$ cat src/rtl/rxq_pkg.sv
package rxq_pkg;

  localparam int RXQ_DEPTH = 64;
  localparam int RXQ_DW    = 8;
  localparam int RXQ_EW    = 3;

  // Fixed level table, derived from the depth; out-of-range indices clamp.
  function automatic int tbl_level(input int idx, input int depth);
    if (idx < 0) return 0;
    case (idx)
      0:       return depth / 8;
      1:       return depth / 4;
      2:       return (depth * 7) / 8;
      3:       return (depth * 15) / 16;
      default: return depth;
    endcase
  endfunction

  function automatic int prog_level(input int t, input int depth);
    if (t < 1) return 1;
    if (t > depth) return depth;
    return t;
  endfunction

  function automatic int upper_mark(input int t, input int h, input int depth);
    return (t + h > depth) ? depth : t + h;
  endfunction

  function automatic int lower_mark(input int t, input int h);
    return (t > h) ? t - h : 0;
  endfunction

endpackage

$ cat src/rtl/rxq_marks.sv
module rxq_marks #(
  parameter int DEPTH = rxq_pkg::RXQ_DEPTH,
  parameter int CW    = $clog2(DEPTH + 1)
) (
  input  logic          fifo_en,
  input  logic          use_table,
  input  logic [1:0]    table_sel,
  input  logic [CW-1:0] prog_trig,
  input  logic [CW-1:0] hyst,
  output logic [CW-1:0] trig,
  output logic [CW-1:0] hi_mark,
  output logic [CW-1:0] lo_mark
);
  import rxq_pkg::*;

  int t_lvl, u_lvl, l_lvl, sel_i;

  always_comb begin
    sel_i = int'(table_sel);
    if (use_table) begin
      t_lvl = tbl_level(sel_i, DEPTH);
      u_lvl = tbl_level(sel_i + 1, DEPTH);
      l_lvl = tbl_level(sel_i - 1, DEPTH);
    end else begin
      t_lvl = prog_level(int'(prog_trig), DEPTH);
      u_lvl = upper_mark(t_lvl, int'(hyst), DEPTH);
      l_lvl = lower_mark(t_lvl, int'(hyst));
    end
  end

  assign trig    = fifo_en ? CW'(t_lvl) : CW'(1);
  assign hi_mark = CW'(u_lvl);
  assign lo_mark = CW'(l_lvl);

endmodule

$ cat src/rtl/rxq_store.sv
module rxq_store #(
  parameter int DEPTH = rxq_pkg::RXQ_DEPTH,
  parameter int W     = rxq_pkg::RXQ_DW + rxq_pkg::RXQ_EW,
  parameter int CW    = $clog2(DEPTH + 1)
) (
  input  logic          clk,
  input  logic          rst_n,
  input  logic          push,
  input  logic          pop,
  input  logic [W-1:0]  wdata,
  output logic [W-1:0]  rdata,
  output logic [CW-1:0] count
);
  localparam int AW = (DEPTH > 1) ? $clog2(DEPTH) : 1;
  localparam logic [AW-1:0] LAST = AW'(DEPTH - 1);

  logic [W-1:0]  mem [DEPTH];
  logic [AW-1:0] wp, rp;

  always_ff @(posedge clk) begin
    if (push) mem[wp] <= wdata;
  end

  always_ff @(posedge clk or negedge rst_n) begin
    if (!rst_n) begin
      wp    <= '0;
      rp    <= '0;
      count <= '0;
    end else begin
      if (push) wp <= (wp == LAST) ? '0 : wp + AW'(1);
      if (pop)  rp <= (rp == LAST) ? '0 : rp + AW'(1);
      case ({push, pop})
        2'b10:   count <= count + CW'(1);
        2'b01:   count <= count - CW'(1);
        default: count <= count;
      endcase
    end
  end

  assign rdata = mem[rp];

endmodule

$ cat src/rtl/rxq_rts_ctl.sv
module rxq_rts_ctl #(
  parameter int CW = 7
) (
  input  logic          clk,
  input  logic          rst_n,
  input  logic [CW-1:0] fill,
  input  logic [CW-1:0] hi_mark,
  input  logic [CW-1:0] lo_mark,
  input  logic          auto_en,
  input  logic          req,
  input  logic          irq_en,
  input  logic          stat_rd,
  output logic          rts_n,
  output logic          rts_next,
  output logic          rts_rise,
  output logic          rts_flag
);
  logic hold, hold_next, active;

  assign active = auto_en & req;

  always_comb begin
    hold_next = hold;
    if (!active)
      hold_next = 1'b0;
    else if (!hold && fill >= hi_mark)
      hold_next = 1'b1;
    else if (hold && fill <= lo_mark && fill < hi_mark)
      hold_next = 1'b0;
  end

  assign rts_next = active ? hold_next : ~req;
  assign rts_rise = ~rts_n & rts_next;

  always_ff @(posedge clk or negedge rst_n) begin
    if (!rst_n) begin
      hold     <= 1'b0;
      rts_n    <= 1'b1;
      rts_flag <= 1'b0;
    end else begin
      hold  <= hold_next;
      rts_n <= rts_next;
      if (irq_en && rts_rise) rts_flag <= 1'b1;
      else if (stat_rd)       rts_flag <= 1'b0;
    end
  end

endmodule

$ cat src/rtl/rxq_rts_buffer.sv
module rxq_rts_buffer #(
  parameter int DEPTH = rxq_pkg::RXQ_DEPTH,
  parameter int DW    = rxq_pkg::RXQ_DW,
  parameter int EW    = rxq_pkg::RXQ_EW,
  parameter int CW    = $clog2(DEPTH + 1)
) (
  input  logic          clk,
  input  logic          rst_n,
  input  logic          wr_en,
  input  logic [DW-1:0] wr_char,
  input  logic [EW-1:0] wr_err,
  input  logic          rd_en,
  input  logic          fifo_en,
  input  logic          auto_rts_en,
  input  logic          rts_req,
  input  logic          rts_irq_en,
  input  logic          use_table,
  input  logic [1:0]    table_sel,
  input  logic [CW-1:0] prog_trig,
  input  logic [CW-1:0] hyst,
  input  logic          rts_stat_rd,
  input  logic          line_stat_rd,
  output logic [DW-1:0] head_char,
  output logic [EW-1:0] head_err,
  output logic [CW-1:0] fill_cnt,
  output logic          overrun,
  output logic          rx_irq,
  output logic          rts_n,
  output logic          rts_flag,
  output logic          rts_irq
);
  localparam int W = DW + EW;

  logic [W-1:0]  rdata;
  logic [CW-1:0] cap, trig, hi_mark, lo_mark;
  logic          full, empty, push, pop, drop;
  logic          rts_next, rts_rise;

  assign cap   = fifo_en ? CW'(DEPTH) : CW'(1);
  assign full  = fill_cnt >= cap;
  assign empty = fill_cnt == '0;
  assign push  = wr_en & ~full;
  assign pop   = rd_en & ~empty;
  assign drop  = wr_en & full;

  rxq_store #(.DEPTH(DEPTH), .W(W), .CW(CW)) u_store (
    .clk(clk), .rst_n(rst_n), .push(push), .pop(pop),
    .wdata({wr_err, wr_char}), .rdata(rdata), .count(fill_cnt)
  );

  rxq_marks #(.DEPTH(DEPTH), .CW(CW)) u_marks (
    .fifo_en(fifo_en), .use_table(use_table), .table_sel(table_sel),
    .prog_trig(prog_trig), .hyst(hyst),
    .trig(trig), .hi_mark(hi_mark), .lo_mark(lo_mark)
  );

  rxq_rts_ctl #(.CW(CW)) u_rts (
    .clk(clk), .rst_n(rst_n), .fill(fill_cnt), .hi_mark(hi_mark),
    .lo_mark(lo_mark), .auto_en(auto_rts_en), .req(rts_req),
    .irq_en(rts_irq_en), .stat_rd(rts_stat_rd), .rts_n(rts_n),
    .rts_next(rts_next), .rts_rise(rts_rise), .rts_flag(rts_flag)
  );

  always_ff @(posedge clk or negedge rst_n) begin
    if (!rst_n)            overrun <= 1'b0;
    else if (drop)         overrun <= 1'b1;
    else if (line_stat_rd) overrun <= 1'b0;
  end

  assign head_char = empty ? '0 : rdata[DW-1:0];
  assign head_err  = empty ? '0 : rdata[W-1:DW];
  assign rx_irq    = fill_cnt >= trig;
  assign rts_irq   = rts_flag & rts_irq_en;

endmodule


$ cat config.mk
export PLATFORM = sky130hd
export DESIGN_NAME = rxq_rts_buffer
export DESIGN_NICKNAME = d
export VERILOG_FILES = /design/src/rtl/rxq_pkg.sv /design/src/rtl/rxq_marks.sv /design/src/rtl/rxq_store.sv /design/src/rtl/rxq_rts_ctl.sv /design/src/rtl/rxq_rts_buffer.sv
export SDC_FILE = /design/constraint.sdc
export NUM_CORES = 1
export LEC_CHECK = 0
export CORE_ASPECT_RATIO = 1.75
export CORE_UTILIZATION = 55
export CTS_CLUSTER_SIZE = 30
export DETAILED_ROUTE_END_ITERATION = 8
export DONT_BUFFER_PORTS = 1
export PLACE_DENSITY = 0.7
export SYNTH_ARGS = -nofsm -noshare
export SYNTH_HDL_FRONTEND = slang
export SYNTH_SLANG_ARGS = --single-unit
$ cat constraint.sdc
create_clock -name clk -period 4.37 [get_ports clk]
set_input_delay 0.2185 -clock clk [delete_from_list [all_inputs] [get_ports clk]]
set_output_delay 0.2185 -clock clk [all_outputs]
set_load 0.01 [all_outputs]
==> run_results.csv <==
group,metric,value,unit
run_status,status,"complete, no violations",
clock_tree,path_clk_slew,0.07,ns
synthesis,syn_nets,1570,
setup_path,crit-reg2reg-launch,"u_store.count[4]$_DFFE_PN0P_",
clock_tree,htreeDepth,2,
setup_path,startpoint,"prog_trig[3]",
setup_path,worstSetupEndpointType,"flop",
synthesis,yosysWarnings,0,
synthesis,syn_inst,1483,
clock_tree,cts_buffer_depth,3,
floorplan,die-height,311,um
global_routing,grt_pass1_wl,98600,um
drt,ant_nets,0,
clock_tree,cts-root-buf,"clkbuf_16",
floorplan,core.rowCount,112,
setup_path,start_kind,"input pin",
global_routing,gr-usage-met2,44.9,%
timing,timing.hold.ws,0.0869,ns
timing,setup_viol,0,
floorplan,die_w,178,um
global_routing,grt.met3_usage,3.01,%
floorplan,start_util,56.0,%
synthesis,synthTopCellsByArea,"edfxtp_1, mux4_2, ha_1",
timing,hold_violations,0,
cells_and_area,final_common_cell,"edfxtp_1",
global_routing,grt_pass1_vias,15300,
synthesis,ys_seq_area_share,72.5,%
timing,finClkSkew,0.0373,ns
drt,vias,14600,
hold_path,worstHoldPathType,"input pin to async pin",
clock_tree,numCtsBuffers,59,
global_routing,grt_busiest_layer,"met2",
setup_path,crit_required,4.89,ns
timing,period_needed,4.10,ns
drt,wl,66100,um
setup_path,endpoint,"u_rts.rts_n$_DFF_PN1_",
setup_path,worst_ep_arrival_time,4.62,ns
placement,place.gp.congestion,0.985,
drt,detail_route.iter0.violations,1358,
floorplan,die_area,55500,um2
floorplan,io_pins,61,
floorplan,core,53500,um2
global_routing,use_met1,29.8,%
setup_path,crit_type,"input pin to flop",
job,cap_viol_max_count,0,
timing,fin_crit_sh,93.8,%
cells_and_area,finalCoreUtilization,62.9,%
setup_path,rr_endpoint,"u_store.count[6]$_DFFE_PN0P_",
synthesis,synth_top_flop_cell,"edfxtp_1",
synthesis,synth_edf_count,704,
synthesis,syn_area_per_cell,20.2,um2
placement,dp_hpwl,42500,um
drt,drt_pre_antenna_iters,5,
placement,portBuffers,0,
drt,vias_per_cell,6.29,
setup_path,crit_path_max_fanout,9,
cells_and_area,area_delta_synth_final,12.4,%
cells_and_area,drive_above_1_share,26.1,%
timing,maxSlewHeadroom,31.1,%
timing,slew_viol_final,0,
synthesis,synth.largest_area_cell,"edfxtp_1",
synthesis,syn_area,30000,um2
global_routing,antenna_found_initial,1,
pwr,vdd_ir_drop_max,533,uV
setup_path,reg2reg_slack,0.40,ns
global_routing,overflow,0,
drt,drc,0,
clock_tree,clkSinkCount,727,
synthesis,synth_cell_types,69,
setup_path,reg2reg_depth,11,
cells_and_area,final_cell_mix,"edfxtp_1, mux4_2, nor2_1",
timing,worst_pin_slew,1.03,ns
pwr,power.leakage,11.0,nW
global_routing,grt_usage,24.7,%
pwr,power_density,574,nW/um2
clock_tree,tritoncts,"built",
cells_and_area,fin_nets,1670,
timing,fmax,244,MHz
synthesis,ys_ff_latch,727,
synthesis,synth_top_area_share,70.6,%
drt,wl_per_cell,28.5,um
global_routing,grt_max_degree,67,
clock_tree,worstSkewPairLatency,0.63,ns
synthesis,async_reset_ff_share,3.16,%
[final cells by class]
cell class | instances | area (um2)
diodes | 1 | 2.50
clock buffers | 74 | 1550
clock inverters | 37 | 359
fillers | 3654 | 19900
inverters | 54 | 203
multi-input cells | 625 | 7730
flip-flops and latches | 727 | 21700
well taps | 684 | 856
repair buffers | 116 | 1230
[critical path, stage by stage]
cell           delay [ns]
nor2_1               0.11
nor4b_2              0.21
o21ai_1              0.14
inv_1                0.08
ha_1                 0.15
inv_1                0.05
fa_1                 0.43
nor2b_1              0.21
o21ai_0              0.11
a21o_1               0.22
and4_1               0.19
nor4_2               0.62
o22a_1               0.22
ha_1                 0.22
o21a_1               0.10
o21a_1               0.16
o21ai_0              0.13
a21oi_1              0.08
o31ai_1              0.29
nand2_1              0.11
dlygate4sd3_1        0.56
[where the power goes]
group          switching (mW)  internal (mW)  leakage, nW
registers               0.481           7.83         6.60
logic                    2.93           2.81         3.42
clock network            2.41           2.84        0.936
[cell usage after synthesis, types with 6 or more instances]
cell type,number
mux4_2,220
xnor2_1,14
a31oi_1,11
ha_1,46
nand2b_1,8
inv_1,54
a21o_1,7
buf_1,17
nand2_1,33
o21ai_0,22
o211ai_1,7
buf_2,20
a21oi_1,27
nor2b_1,22
edfxtp_1,704
dfrtp_1,22
nand3_1,11
clkbuf_1,38
nor2_1,86
nand3b_1,6
o221ai_1,12
[repair_timing]
action / in CTS / in global routing
setup endpoints to repair: 0 / 2
hold buffers: 32 / 0
gates resized for setup: 0 / 4
endpoints found under the hold margin: 737 / 0
setup buffers: 0 / 1
[cells by family after synthesis]
kind of cell | after synthesis | synth area share (%)
DFF | 727 | 72.5
xor gates and xnor gates | 19 | 0.555
adders and majority gates | 51 | 2.19
buffers and inverters | 131 | 1.76
muxes | 224 | 16.7
AOI/OAI and AO/OA | 123 | 2.81
and+or+nand+nor | 208 | 3.53
[state kept, by name, summed over array words and instances (netlist names)]
name	cells
u_store.count	7
u_rts.hold	1
u_rts.rts_n	1
u_store.rp	6
u_rts.rts_flag	1
overrun	1
u_store.wp	6
u_store.mem	704
[routing by layer]
metal / vias to the layer above / share of wire, % / wire length, um
met3: 117 / 5.1 / 3340
met2: 473 / 56 / 36800
met1: 7688 / 36 / 23600
li1: 6297 / - / -
met5: - / 0 / 0
met4: 0 / 3.4 / 2280
[per-stage QoR]
step,area [um2],cells,setup TNS [ns],total power [mW],worst slack (ns)
after global placement,31200,2173,0,14.0,0.216
after global routing,33700,2317,-0.0171,20.1,-0.0171
after detailed placement,31200,2173,0,14.1,0.244
final,33700,2318,0,19.3,0.271
after floorplan,30000,1483,0,12.3,0.505
after CTS,33600,2316,0,19.5,0.330
[how the worst min path moves through the flow]
stage / endpoint / slack [ns] / from
finish: u_store.wp[3]$_DFFE_PN0P_ / 0.09 / rst_n
CTS: u_store.wp[5]$_DFFE_PN0P_ / 0.07 / rst_n
global route: u_store.wp[3]$_DFFE_PN0P_ / 0.07 / rst_n
floorplan: overrun$_DFFE_PN0P_ / -0.08 / rst_n
global placement: u_store.rp[5]$_DFFE_PN0P_ / -0.07 / rst_n
detailed placement: u_store.rp[5]$_DFFE_PN0P_ / -0.07 / rst_n
No activity file was read; power rests on OpenSTA's default activity.
